`src/rtl/glyph_blit_pkg.sv`:
```
package glyph_blit_pkg;

    typedef enum logic [1:0] {
        ST_IDLE  = 2'd0,
        ST_FETCH = 2'd1,
        ST_LOAD  = 2'd2,
        ST_WRITE = 2'd3
    } blit_state_e;

    // channel order is the write order within one pixel
    typedef enum logic [1:0] {
        CH_BLUE  = 2'd0,
        CH_GREEN = 2'd1,
        CH_RED   = 2'd2
    } chan_e;

    typedef struct packed {
        logic [7:0] red;
        logic [7:0] green;
        logic [7:0] blue;
    } rgb_t;

    localparam int BYTES_PER_PIXEL = 3;

    function automatic rgb_t expand_bit(input logic lit);
        rgb_t c;
        c.red   = lit ? 8'hFF : 8'h00;
        c.green = lit ? 8'hFF : 8'h00;
        c.blue  = lit ? 8'hFF : 8'h00;
        return c;
    endfunction

    function automatic logic [7:0] pick_channel(input rgb_t c, input chan_e ch);
        logic [7:0] v;
        case (ch)
            CH_BLUE:  v = c.blue;
            CH_GREEN: v = c.green;
            default:  v = c.red;
        endcase
        return v;
    endfunction

endpackage

```
`src/rtl/glyph_seq.sv`:
```
module glyph_seq
    import glyph_blit_pkg::*;
#(
    parameter int COLS  = 16,
    parameter int ROWS  = 29,
    parameter int PTR_W = 6
) (
    input  logic             clk,
    input  logic             rst,
    input  logic             start,
    input  logic [7:0]       rd_data,
    output logic             rd_valid,
    output logic [PTR_W-1:0] rd_addr,
    output logic             accept,
    output logic             wr_en,
    output logic             pix_bit,
    output chan_e            chan,
    output logic             row_end,
    output logic             done
);
    localparam int COL_W = $clog2(COLS);
    localparam int ROW_W = $clog2(ROWS);

    blit_state_e      state_q;
    logic [COL_W-1:0] col_q;
    logic [ROW_W-1:0] row_q;
    chan_e            ch_q;
    logic [PTR_W-1:0] ptr_q;
    logic [7:0]       sr_q;
    logic             done_q;

    logic in_write, last_ch, byte_end, last_col, last_row, final_wr, prefetch;

    always_comb begin
        in_write = (state_q == ST_WRITE);
        last_ch  = (ch_q == CH_RED);
        byte_end = (col_q[2:0] == 3'd7);
        last_col = (col_q == COL_W'(COLS - 1));
        last_row = (row_q == ROW_W'(ROWS - 1));
        final_wr = in_write && last_ch && last_col && last_row;
        // fetch the next byte one write ahead so its data lands on the byte edge
        prefetch = in_write && (ch_q == CH_GREEN) && byte_end && !(last_col && last_row);
        accept   = (state_q == ST_IDLE) && start;
        rd_valid = (state_q == ST_FETCH) || prefetch;
        rd_addr  = ptr_q;
        wr_en    = in_write;
        pix_bit  = sr_q[7];
        chan     = ch_q;
        row_end  = in_write && last_ch && last_col;
        done     = done_q;
    end

    always_ff @(posedge clk) begin
        if (rst) begin
            state_q <= ST_IDLE;
            col_q   <= '0;
            row_q   <= '0;
            ch_q    <= CH_BLUE;
            ptr_q   <= '0;
            sr_q    <= '0;
            done_q  <= 1'b0;
        end else begin
            done_q <= final_wr;
            case (state_q)
                ST_IDLE: begin
                    if (start) begin
                        state_q <= ST_FETCH;
                        ptr_q   <= '0;
                        col_q   <= '0;
                        row_q   <= '0;
                        ch_q    <= CH_BLUE;
                    end
                end
                ST_FETCH: begin
                    ptr_q   <= ptr_q + 1'b1;
                    state_q <= ST_LOAD;
                end
                ST_LOAD: begin
                    sr_q    <= rd_data;
                    state_q <= ST_WRITE;
                end
                default: begin
                    if (prefetch) begin
                        ptr_q <= ptr_q + 1'b1;
                    end
                    if (last_ch) begin
                        ch_q <= CH_BLUE;
                        sr_q <= byte_end ? rd_data : {sr_q[6:0], 1'b0};
                        if (last_col) begin
                            col_q <= '0;
                            if (last_row) begin
                                state_q <= ST_IDLE;
                            end else begin
                                row_q <= row_q + 1'b1;
                            end
                        end else begin
                            col_q <= col_q + 1'b1;
                        end
                    end else begin
                        ch_q <= chan_e'(ch_q + 2'd1);
                    end
                end
            endcase
        end
    end

endmodule

```
`src/rtl/glyph_addr_gen.sv`:
```
module glyph_addr_gen
    import glyph_blit_pkg::*;
#(
    parameter int POS_W  = 11,
    parameter int ADDR_W = 24,
    parameter int COLS   = 16
) (
    input  logic              clk,
    input  logic              rst,
    input  logic              load,
    input  logic [ADDR_W-1:0] base,
    input  logic [POS_W-1:0]  pos_x,
    input  logic [POS_W-1:0]  pos_y,
    input  logic [POS_W-1:0]  width,
    input  logic              step,
    input  logic              row_end,
    output logic [ADDR_W-1:0] addr
);
    logic [ADDR_W-1:0] addr_q, skip_q;
    logic [ADDR_W-1:0] start_addr, row_skip;

    always_comb begin
        start_addr = base + (ADDR_W'(pos_x) + ADDR_W'(pos_y) * ADDR_W'(width))
                          * ADDR_W'(BYTES_PER_PIXEL);
        // jump from last byte of a row to first byte of the next
        row_skip   = (ADDR_W'(width) - ADDR_W'(COLS)) * ADDR_W'(BYTES_PER_PIXEL)
                   + ADDR_W'(1);
        addr       = addr_q;
    end

    always_ff @(posedge clk) begin
        if (rst) begin
            addr_q <= '0;
            skip_q <= '0;
        end else if (load) begin
            addr_q <= start_addr;
            skip_q <= row_skip;
        end else if (step) begin
            addr_q <= addr_q + (row_end ? skip_q : ADDR_W'(1));
        end
    end

endmodule

```
`src/rtl/glyph_blit.sv`:
```
module glyph_blit
    import glyph_blit_pkg::*;
#(
    parameter int  GLYPH_COLS = 16,
    parameter int  GLYPH_ROWS = 29,
    parameter int  POS_W      = 11,
    parameter int  ADDR_W     = 24,
    localparam int PTR_W      = $clog2(GLYPH_COLS / 8 * GLYPH_ROWS)
) (
    input  logic              clk,
    input  logic              rst,
    input  logic              start,
    input  logic [ADDR_W-1:0] fb_base,
    input  logic [POS_W-1:0]  pos_x,
    input  logic [POS_W-1:0]  pos_y,
    input  logic [POS_W-1:0]  fb_width,
    output logic              rd_valid,
    output logic [PTR_W-1:0]  rd_addr,
    input  logic [7:0]        rd_data,
    output logic              wr_en,
    output logic [ADDR_W-1:0] wr_addr,
    output logic [7:0]        wr_data,
    output logic              done
);
    logic  accept, pix_bit, row_end;
    chan_e chan;

    glyph_seq #(
        .COLS (GLYPH_COLS),
        .ROWS (GLYPH_ROWS),
        .PTR_W(PTR_W)
    ) u_seq (
        .clk     (clk),
        .rst     (rst),
        .start   (start),
        .rd_data (rd_data),
        .rd_valid(rd_valid),
        .rd_addr (rd_addr),
        .accept  (accept),
        .wr_en   (wr_en),
        .pix_bit (pix_bit),
        .chan    (chan),
        .row_end (row_end),
        .done    (done)
    );

    glyph_addr_gen #(
        .POS_W (POS_W),
        .ADDR_W(ADDR_W),
        .COLS  (GLYPH_COLS)
    ) u_addr (
        .clk    (clk),
        .rst    (rst),
        .load   (accept),
        .base   (fb_base),
        .pos_x  (pos_x),
        .pos_y  (pos_y),
        .width  (fb_width),
        .step   (wr_en),
        .row_end(row_end),
        .addr   (wr_addr)
    );

    always_comb begin
        wr_data = pick_channel(expand_bit(pix_bit), chan);
    end

endmodule

```
`config.mk`:
```
export PLATFORM = sky130hd
export DESIGN_NAME = glyph_blit
export DESIGN_NICKNAME = d
export VERILOG_FILES = /design/src/rtl/glyph_blit_pkg.sv /design/src/rtl/glyph_seq.sv /design/src/rtl/glyph_addr_gen.sv /design/src/rtl/glyph_blit.sv
export SDC_FILE = /design/constraint.sdc
export NUM_CORES = 1
export LEC_CHECK = 0
export BUFFER_PORTS_ARGS = -buffer_cell sky130_fd_sc_hd__buf_4
export CORE_ASPECT_RATIO = 1.75
export CORE_MARGIN = 8
export CORE_UTILIZATION = 50
export CTS_BUF_LIST = sky130_fd_sc_hd__clkbuf_2 sky130_fd_sc_hd__clkbuf_4 sky130_fd_sc_hd__clkbuf_8
export CTS_CLUSTER_SIZE = 12
export DETAILED_ROUTE_END_ITERATION = 6
export PLACE_DENSITY = 0.75
export SETUP_SLACK_MARGIN = 0.2
export SYNTH_ARGS = -nofsm -noshare
export SYNTH_HDL_FRONTEND = slang
export SYNTH_HIERARCHICAL = 1
export SYNTH_SLANG_ARGS = --single-unit
```
`constraint.sdc`:
```
create_clock -name clk -period 7.8 [get_ports clk]
set_clock_uncertainty 0.15 [all_clocks]
set_input_delay 1.17 -clock clk [delete_from_list [all_inputs] [get_ports clk]]
set_output_delay 1.17 -clock clk [all_outputs]
set_load 0.03 [all_outputs]
```
==> results of run 1 <==
kinds of logic (layout without fill, tap and decap cells):
family                     count (synthesis)  in the layout
buffers and inverters                    250            437
adders and majority gates                257            257
xor gates and xnor gates                  63             63
and+or+nand+nor                          411            411
AOI/OAI and AO/OA                        309            309
muxes                                     10             10
DFF                                       68             68
registers in the layout, indices dropped and copies added, names as in the netlist:
name and flops:
u_addr/addr 24, u_addr/skip_q 16, u_seq/chan 2, u_seq/col_q 4, u_seq/done 1, u_seq/rd_addr 6, u_seq/row_q 5, u_seq/sr_q 8
u_seq/state_q 2
cell type report:
cell class	count	area share, %
Clock inverter	4	0.502
Tap cell	296	2.66
Clock buffer	12	1.18
Multi-Input combinational cell	1050	67.5
Inverter	188	5.06
Timing Repair Buffer	233	13.4
Sequential cell	68	9.76
timing repair:
item,4_1_cts,5_1_grt
pin swaps,41,29
endpoints found under the setup margin,7,9
setup buffers,10,2
gates resized for setup,44,56
hold endpoints to repair,0,0
stage by stage:
| stage | area [sq um] | TNS (ns) | setup slack [ns] | util (%) | instances |
|---|---|---|---|---|---|
| 2_1_floorplan | 11600 | -0.196 | -0.196 | - | 1368 |
| 3_3_place_gp | 13200 | -1.44 | -0.377 | 59.6 | 1823 |
| 3_5_place_dp | 13200 | -2.41 | -0.506 | 59.6 | 1823 |
| 4_1_cts | 13700 | -0.0195 | -0.0195 | 62.1 | 1849 |
| 5_1_grt | 13900 | -1.21 | -0.351 | 63.2 | 1851 |
| 6_report | 13900 | -0.0604 | -0.0562 | 63.2 | 1851 |
cell usage in the layout, fill, tap and decap left out, drive strengths merged, types with 8 or more instances in the layout:
cell type / instances
o21bai: 11
clkbuf: 12
a21oi: 99
inv: 187
a311oi: 8
and3: 18
nand2: 128
o21ai: 48
a221oi: 8
o21a: 10
a211oi: 32
nor2: 74
nand3: 23
dfxtp: 68
nand2b: 14
ha: 146
fa: 111
nor2b: 22
xor2: 26
nor3: 16
or3: 8
and2: 65
buf: 233
a21o: 31
mux2i: 8
a31oi: 9
xnor2: 36
worst max-delay path, delay by kind of cell:
family	cells	cell delay [ns]
buf+inv	4	0.37
xor+xnor	3	0.41
fa+ha+maj	8	3.18
compound gates	10	1.65
simple gates	7	1.23
routing by layer:
| metal | part of all wire, % | global-route usage, % |
|---|---|---|
| met5 | 0 | 0 |
| met4 | 4.6 | 10.4 |
| met3 | 3.7 | 2.47 |
| met2 | 56 | 40.7 |
| met1 | 35 | 18.9 |
synthesized netlist by cell type, types with 5 or more instances:
library cell	n	area share (%)
buf_4	10	0.67
o31ai_1	7	0.47
and4_1	5	0.39
or2_2	6	0.33
a211oi_1	32	2.1
or4_1	7	0.47
dfxtp_1	68	12
a31oi_1	9	0.50
a311oi_1	8	0.62
nor2b_1	21	1.2
a221oi_1	7	0.55
xor2_1	25	1.9
a211o_1	5	0.39
nand3_1	23	1.0
clkbuf_1	44	1.5
o21ai_0	45	2.0
o21bai_1	10	0.67
or3_1	7	0.39
o21a_1	10	0.67
and3_1	18	1.0
xnor2_1	36	2.8
nor3_1	16	0.71
nand2b_1	14	0.78
nor2_1	73	2.4
nand2_1	128	4.3
a21oi_1	95	4.2
fa_1	111	20
a21o_1	31	2.1
mux2i_1	8	0.71
and2_1	64	3.6
inv_1	187	6.2
ha_1	146	16
how the worst max path moves through the flow:
| stage | endpoint | slack (ns) | cells past startpoint |
|---|---|---|---|
| after floorplan | u_addr/addr[23]$_SDFFE_PP0P_ | -0.20 | 31 |
| after global placement | u_addr/addr[23]$_SDFFE_PP0P_ | -0.38 | 29 |
| after detailed placement | u_addr/addr[23]$_SDFFE_PP0P_ | -0.51 | 33 |
| after CTS | u_addr/addr[23]$_SDFFE_PP0P_ | -0.02 | 29 |
| after global routing | u_addr/addr[23]$_SDFFE_PP0P_ | -0.35 | 31 |
| final | u_addr/addr[23]$_SDFFE_PP0P_ | -0.06 | 32 |
==> results.ini, run 1 <==
[cts]
cts_buffers = 9
cts_tree = built
root_buffer = clkbuf_8
h-tree-depth = 3
holdBufCountCts = 0
cts_sinks = 68
cts.path.max_buffers = 2
path_clk_slew_ns = 0.07
worstSkewPairLatency_ns = 0.35

[sta]
final-hold-violation-count = 0
rsz0062_at_grt = true
post-route-period-util_pct = 101
timing.fmax_mhz = 127
finalSetupViolations = 2
worst_slew_pin_slew_ns = 0.975
fin_crit_ns = 7.86
drv_slew = 0
max_slew_margin_pct = 34.4
setup_slack_ns = -0.0562
hold_ws_ns = 0.305

[global_route]
grt_pass1_wl_microns = 46700
grt_pass1_vias = 10600
antenna_found_initial = 0
grtUsageTotal_pct = 20.3
grt-ovfl-total = 0
grt_max_degree = 68

[yosys]
synth_compound_area_share_pct = 18.6
ys_async_sr_fraction_pct = 0
syn-cell-area_sq_um = 11200
yosys.area_share.simple_pct = 18.5
ys_types = 85
synth-xor-area-share_pct = 5.10
syn_inst = 1368
ys_warn_count = 6
synth_top_family_by_area = adder cells
ys_ff_latch = 68
synth_mux_area_share_pct = 0.912
synth_fp_nets = 1693
synth_area_per_cell_sq_um = 8.22
synth_fa_ha_area_share_pct = 36.0
ys_seq_area_share_pct = 12.1
synth_edf_count = 0
synthFlopType = dfxtp_1

[worst_setup_path]
cp-end-kind = flip-flop
critical_path_required_ns = 7.94
path_class = in2reg
cp_max_fo = 8
cp.arrival_ns = 8.00
rr_worst_depth = 14
r2r-start = u_seq/col_q[0]$_SDFFE_PP0P_
cp_common_cell = fa_1
cpPeakStageDelay_ns = 0.57
timing.reg2reg.setup_slack_ns = 3.13
worstSetupStartpoint = pos_y[3]
slowest_stage = fa_1
r2r_end = u_addr/addr[22]$_SDFFE_PP0P_
worstSetupStartpointType = primary input

[floorplan]
die_area_sq_um = 27700
die_w_microns = 129
dieHeight_microns = 214
core_sq_um = 22100
start_util_pct = 50.9
pin_count = 109
std_cell_rows = 72

[min_path]
hp-start = u_addr/skip_q[15]$_SDFFE_PP0P_
whs_path_depth = 2
min_to = u_addr/skip_q[15]$_SDFFE_PP0P_
hp-class = reg2reg

[placed_design]
gp_congestion = 0.882
io_buffers = 108
post-dp-hpwl_microns = 23700

[run_status]
status = finished with violations
violations = setup timing

[layout]
nFillCells = 1863
diodes = 0
drive_above_1_share_pct = 23.7
area_growth_pct = 24.0
num-nets-final = 1875
regArea_sq_um = 1360
multi_input_area_sq_um = 9410

[drt]
drt-total-wl_microns = 28800
drtPass1Iterations = 5
drt_iter0_markers = 362
via_per_inst = 5.52
via_count = 10200
ant_nets = 0
drc = 0
post_drt_wl_per_cell_microns = 15.6

[job]
cap_violations = 0

Power of run 1 is left out: the tool's default activity adds up to more than one toggle a clock period on the data nets, which glitch-free logic cannot reach.
==> run 2, diff against run 1 <==
- CELL_PAD_IN_SITES_DETAIL_PLACEMENT: unset -> 1
- CELL_PAD_IN_SITES_GLOBAL_PLACEMENT: unset -> 1
- CORE_UTILIZATION: 50 -> 43
- PLACE_DENSITY: 0.75 -> 0.83
==> run 2 against run 1 <==
The flow still finishes with violations (setup timing). Via count grew 4.8%. Hold slack gained 0.017 ns. Core utilization shrank 9.0 points. Routed wire length grew 31%. Final cell count grew 1.6%. First-iteration DRC count grew 3.9%. Register-to-register slack lost 0.21 ns. Die area grew 15%. Sequential share of layout area is essentially flat. Non-clock buffer count grew 5. Global-route usage grew 2.5 points.
==> results.ini, run 2 (synthesized netlist as in run 1, its figures left out) <==
[run_status]
status = finished with violations
violations = setup timing

[drt]
drt-total-wl_microns = 37700
drtPass1Iterations = 5
post_drt_wl_per_cell_microns = 20.0
drc = 0
via_count = 10700
ant_nets = 0
via_per_inst = 5.70
drt_iter0_markers = 376

[placed_design]
placed_cell_area_sq_um = 13200
io_buffers = 108
post-dp-hpwl_microns = 28900
placed_cells = 1848
gp_congestion = 0.878

[floorplan]
std_cell_rows = 78
pin_count = 109
die_area_sq_um = 31800
core_sq_um = 25900
dieHeight_microns = 230
die_w_microns = 138
start_util_pct = 43.5

[worst_setup_path]
timing.reg2reg.setup_slack_ns = 2.92
r2r_end = u_addr/addr[22]$_SDFFE_PP0P_
rr_worst_depth = 14
cp-end-kind = flip-flop
path_class = in2reg
cp_common_cell = fa_1
worstSetupStartpointType = primary input
slowest_stage = fa_1
cp_max_fo = 8
cpPeakStageDelay_ns = 0.58
cp.arrival_ns = 8.19
r2r-start = u_seq/col_q[0]$_SDFFE_PP0P_
critical_path_required_ns = 7.91

[sta]
drv_slew = 0
worst_slew_pin_slew_ns = 0.988
post-route-period-util_pct = 104
final-hold-violation-count = 0
setup_slack_ns = -0.274
timing.fmax_mhz = 124
finalSetupViolations = 6
fin_crit_ns = 8.07
rsz0062_at_grt = true
max_slew_margin_pct = 33.6
tns_ns = -0.973

[min_path]
whs_path_depth = 2
hp-start = u_addr/skip_q[10]$_SDFFE_PP0P_
hp-class = reg2reg
min_to = u_addr/skip_q[10]$_SDFFE_PP0P_

[layout]
diodes = 0
num-nets-final = 1880
regArea_sq_um = 1360
final_cell_count_no_fill = 1880
layout_common_cells = buf_4 (220), inv_1 (178), ha_1 (126)
largest_reg_flops = 24
drive_above_1_share_pct = 25.0
nFillCells = 3077
area_growth_pct = 24.7
postLayoutCellArea_sq_um = 14000
layout_commonest_cell = buf_4
multi_input_area_sq_um = 9450

[cts]
path_clk_slew_ns = 0.07
cts_tree = built
h-tree-depth = 3
holdBufCountCts = 0
root_buffer = clkbuf_8
cts_sinks = 68
cts.path.max_buffers = 2
worstSkewPairLatency_ns = 0.38
cts_buffers = 9

[global_route]
antenna_found_initial = 0
grt_pass1_vias = 12400
grt_max_degree = 68
grt_pass1_wl_microns = 59900
grtUsageTotal_pct = 22.8
grt-ovfl-total = 0

[job]
cap_violations = 0

-- run 2: cell count changes in the layout (fill, tap and decap cells not counted), moves of 4 or more --
| cell | previous run | this run |
|---|---|---|
| ha_1 | 130 | 126 |
| nand2_2 | 8 | 18 |
| nand2_1 | 118 | 110 |
| ha_2 | 2 | 6 |
| buf_4 | 214 | 220 |
-- run 2: how the worst max path moves through the flow --
stage,from,to,slack (ns)
floorplan,fb_width[5],u_addr/addr[23]$_SDFFE_PP0P_,-0.20
global placement,fb_width[4],u_addr/addr[23]$_SDFFE_PP0P_,-0.45
detailed placement,pos_y[3],u_addr/addr[17]$_SDFFE_PP0P_,-0.65
CTS,fb_width[6],u_addr/addr[23]$_SDFFE_PP0P_,0.04
global route,fb_width[4],u_addr/addr[22]$_SDFFE_PP0P_,-0.38
finish,fb_width[6],u_addr/addr[22]$_SDFFE_PP0P_,-0.27
-- run 2: per-layer routing --
layer  wire, microns  track usage [%]  vias up  share of wire [%]
li1                -                -     4977                  -
met1           13000             20.3     5356                 34
met2           21600             47.2      252                 57
met3            1050             3.14      134                2.8
met4            2030             12.0        0                5.4
met5               0                0        -                  0
-- run 2: cell type report --
type                            instances  share of cell area [%]
Multi-Input combinational cell       1050                    67.4
Inverter                              188                    5.03
Clock buffer                           12                    1.09
Clock inverter                          4                   0.348
Sequential cell                        68                    9.71
Timing Repair Buffer                  238                    13.6
Tap cell                              320                    2.86
-- run 2: per-stage QoR --
step | setup slack (ns) | utilization (%) | hold WS [ns]
after detailed placement | -0.647 | 51.0 | 0.304
after floorplan | -0.196 | - | 0.282
after CTS | 0.0367 | 53.5 | 0.319
after global routing | -0.385 | 54.2 | 0.352
after global placement | -0.453 | 51.0 | 0.291
final | -0.274 | 54.2 | 0.322
-- run 2: what timing repair did --
action                     CTS  global route
buffers inserted            11             5
setup endpoints to repair    9             9
pin swaps                   60            32
gates resized for setup     84            30
-- run 2: critical path: cells and delay by family --
family / cells / cell delay, ns
XOR/XNOR: 2 / 0.31
AND/OR/NAND/NOR: 7 / 0.97
buffers and inverters: 7 / 0.72
adder cells (fa/ha/maj): 8 / 3.31
multiplexers: 1 / 0.12
AO/OA/AOI/OAI: 7 / 1.57
Power of run 2 is left out for the same reason.
==> run 3, diff against run 2 <==
- CORE_MARGIN: 8 -> 2
==> run 3 against run 2 <==
The flow still finishes with violations (setup timing). Count of clock-buffer cells in the layout unchanged. Maximum frequency decreased by 3.3%. Register-to-register slack improved by 0.07 ns. Setup slack got worse by 0.27 ns. First-iteration DRC count increased by 4.5%. Global-route usage increased by 2.5 points. Via count increased by 2.0%. Final cell count increased by 0.74%. Sequential share of layout area decreased by 0.13 points. Sequential cell count unchanged. Hold slack got worse by 0.011 ns. Critical path depth decreased by 1. Critical path type unchanged. Critical endpoint is now u_addr/addr[23]$_SDFFE_PP0P_. Highest routed layer unchanged.
==> results.ini, run 3 (synthesized netlist as in run 1, its figures left out) <==
[drt]
via_count = 10900
post_drt_wl_per_cell_microns = 21.1
drt_iter0_markers = 393
via_per_inst = 5.77
drtPass1Iterations = 4
ant_nets = 0
drt-total-wl_microns = 40100
drc = 0

[layout]
diodes = 0
area_growth_pct = 26.4
drive_above_1_share_pct = 25.7
num-nets-final = 1896
nFillCells = 3057
layout_commonest_cell = buf_4
fin_util_pct = 55.0
largest_reg_flops = 24
postLayoutCellArea_sq_um = 14200
layout_common_cells = buf_4 (232), inv_1 (177), ha_1 (129)

[cts]
cts.path.max_buffers = 2
worstSkewPairLatency_ns = 0.38
path_clk_slew_ns = 0.07
cts_sinks = 68
cts_buffers = 9
h-tree-depth = 3
root_buffer = clkbuf_8
cts_tree = built
holdBufCountCts = 0

[sta]
post-route-period-util_pct = 107
final-hold-violation-count = 0
setup_slack_ns = -0.545
worst_slew_pin_slew_ns = 1.04
rsz0062_at_grt = true
timing.fmax_mhz = 120
tns_ns = -2.49
max_slew_margin_pct = 29.7
finalSetupViolations = 8
fin_crit_ns = 8.34
drv_slew = 0

[floorplan]
die_area_sq_um = 27500
std_cell_rows = 78
pin_count = 109
start_util_pct = 43.5
dieHeight_microns = 218
die_w_microns = 126
core_sq_um = 25900

[worst_setup_path]
path_class = in2reg
cpPeakStageDelay_ns = 0.58
timing.reg2reg.setup_slack_ns = 2.99
cp_common_cell = fa_1
cp_max_fo = 7
cp.arrival_ns = 8.51
slowest_stage = fa_1
worstSetupStartpointType = primary input
cp-end-kind = flip-flop
critical_path_required_ns = 7.96

[global_route]
grt_pass1_vias = 11800
grt_pass1_wl_microns = 56300
grtUsageTotal_pct = 25.3
grt-ovfl-total = 0
antenna_found_initial = 0
grt_max_degree = 68

[job]
cap_violations = 0

[placed_design]
io_buffers = 108
placed_cell_area_sq_um = 13200
gp_congestion = 0.944
post-dp-hpwl_microns = 28500

[min_path]
hp-class = reg2reg

[run_status]
status = finished with violations
violations = setup timing

run 3: layout make-up:
type,instances,area [sq um],share of cell area (%)
multi-input combinational,1050,9460,66.6
inverter,188,706,4.96
clock buffer,12,159,1.12
clock inverter,2,35.0,0.246
tap,320,400,2.82
sequential,68,1360,9.58
timing repair buffer,254,2090,14.7
run 3: routing by layer:
metal / vias up / wire, microns / share of wire, % / GRT usage (%)
li1: 5024 / - / - / -
met1: 5420 / 13100 / 33 / 23.2
met2: 317 / 22800 / 57 / 52.0
met3: 172 / 1270 / 3.2 / 3.26
met4: 0 / 2830 / 7.1 / 13.9
met5: - / 0 / 0 / 0
run 3: worst paths after layout:
path                            cells past startpoint                           start                             end
worst max-delay path                               31                     fb_width[7]    u_addr/addr[23]$_SDFFE_PP0P_
worst min-delay path                                2  u_addr/skip_q[10]$_SDFFE_PP0P_  u_addr/skip_q[10]$_SDFFE_PP0P_
worst max register to register                     14     u_seq/col_q[0]$_SDFFE_PP0P_    u_addr/addr[22]$_SDFFE_PP0P_
worst min register to register                      2  u_addr/skip_q[10]$_SDFFE_PP0P_  u_addr/skip_q[10]$_SDFFE_PP0P_
run 3: repair_timing:
item | in CTS | in global routing
buffers inserted | 4 | 22
endpoints found under the setup margin | 9 | 12
gates resized for setup | 45 | 81
cloned | 0 | 2
pin swaps | 44 | 75
run 3: through the flow:
stage | worst slack [ns] | hold slack [ns] | instances
6_report | -0.545 | 0.311 | 1894
5_1_grt | -0.726 | 0.337 | 1894
4_1_cts | -0.105 | 0.309 | 1870
3_5_place_dp | -0.714 | 0.301 | 1852
3_3_place_gp | -0.427 | 0.292 | 1852
2_1_floorplan | -0.196 | 0.282 | 1368
run 3: critical path, delay by kind of cell:
family,cells,cell delay [ns]
adders and majority gates,8,3.70
AOI/OAI and AO/OA,7,1.26
and+or+nand+nor,7,1.39
buffers and inverters,7,0.68
xor gates and xnor gates,2,0.30
Power of run 3 is left out for the same reason.
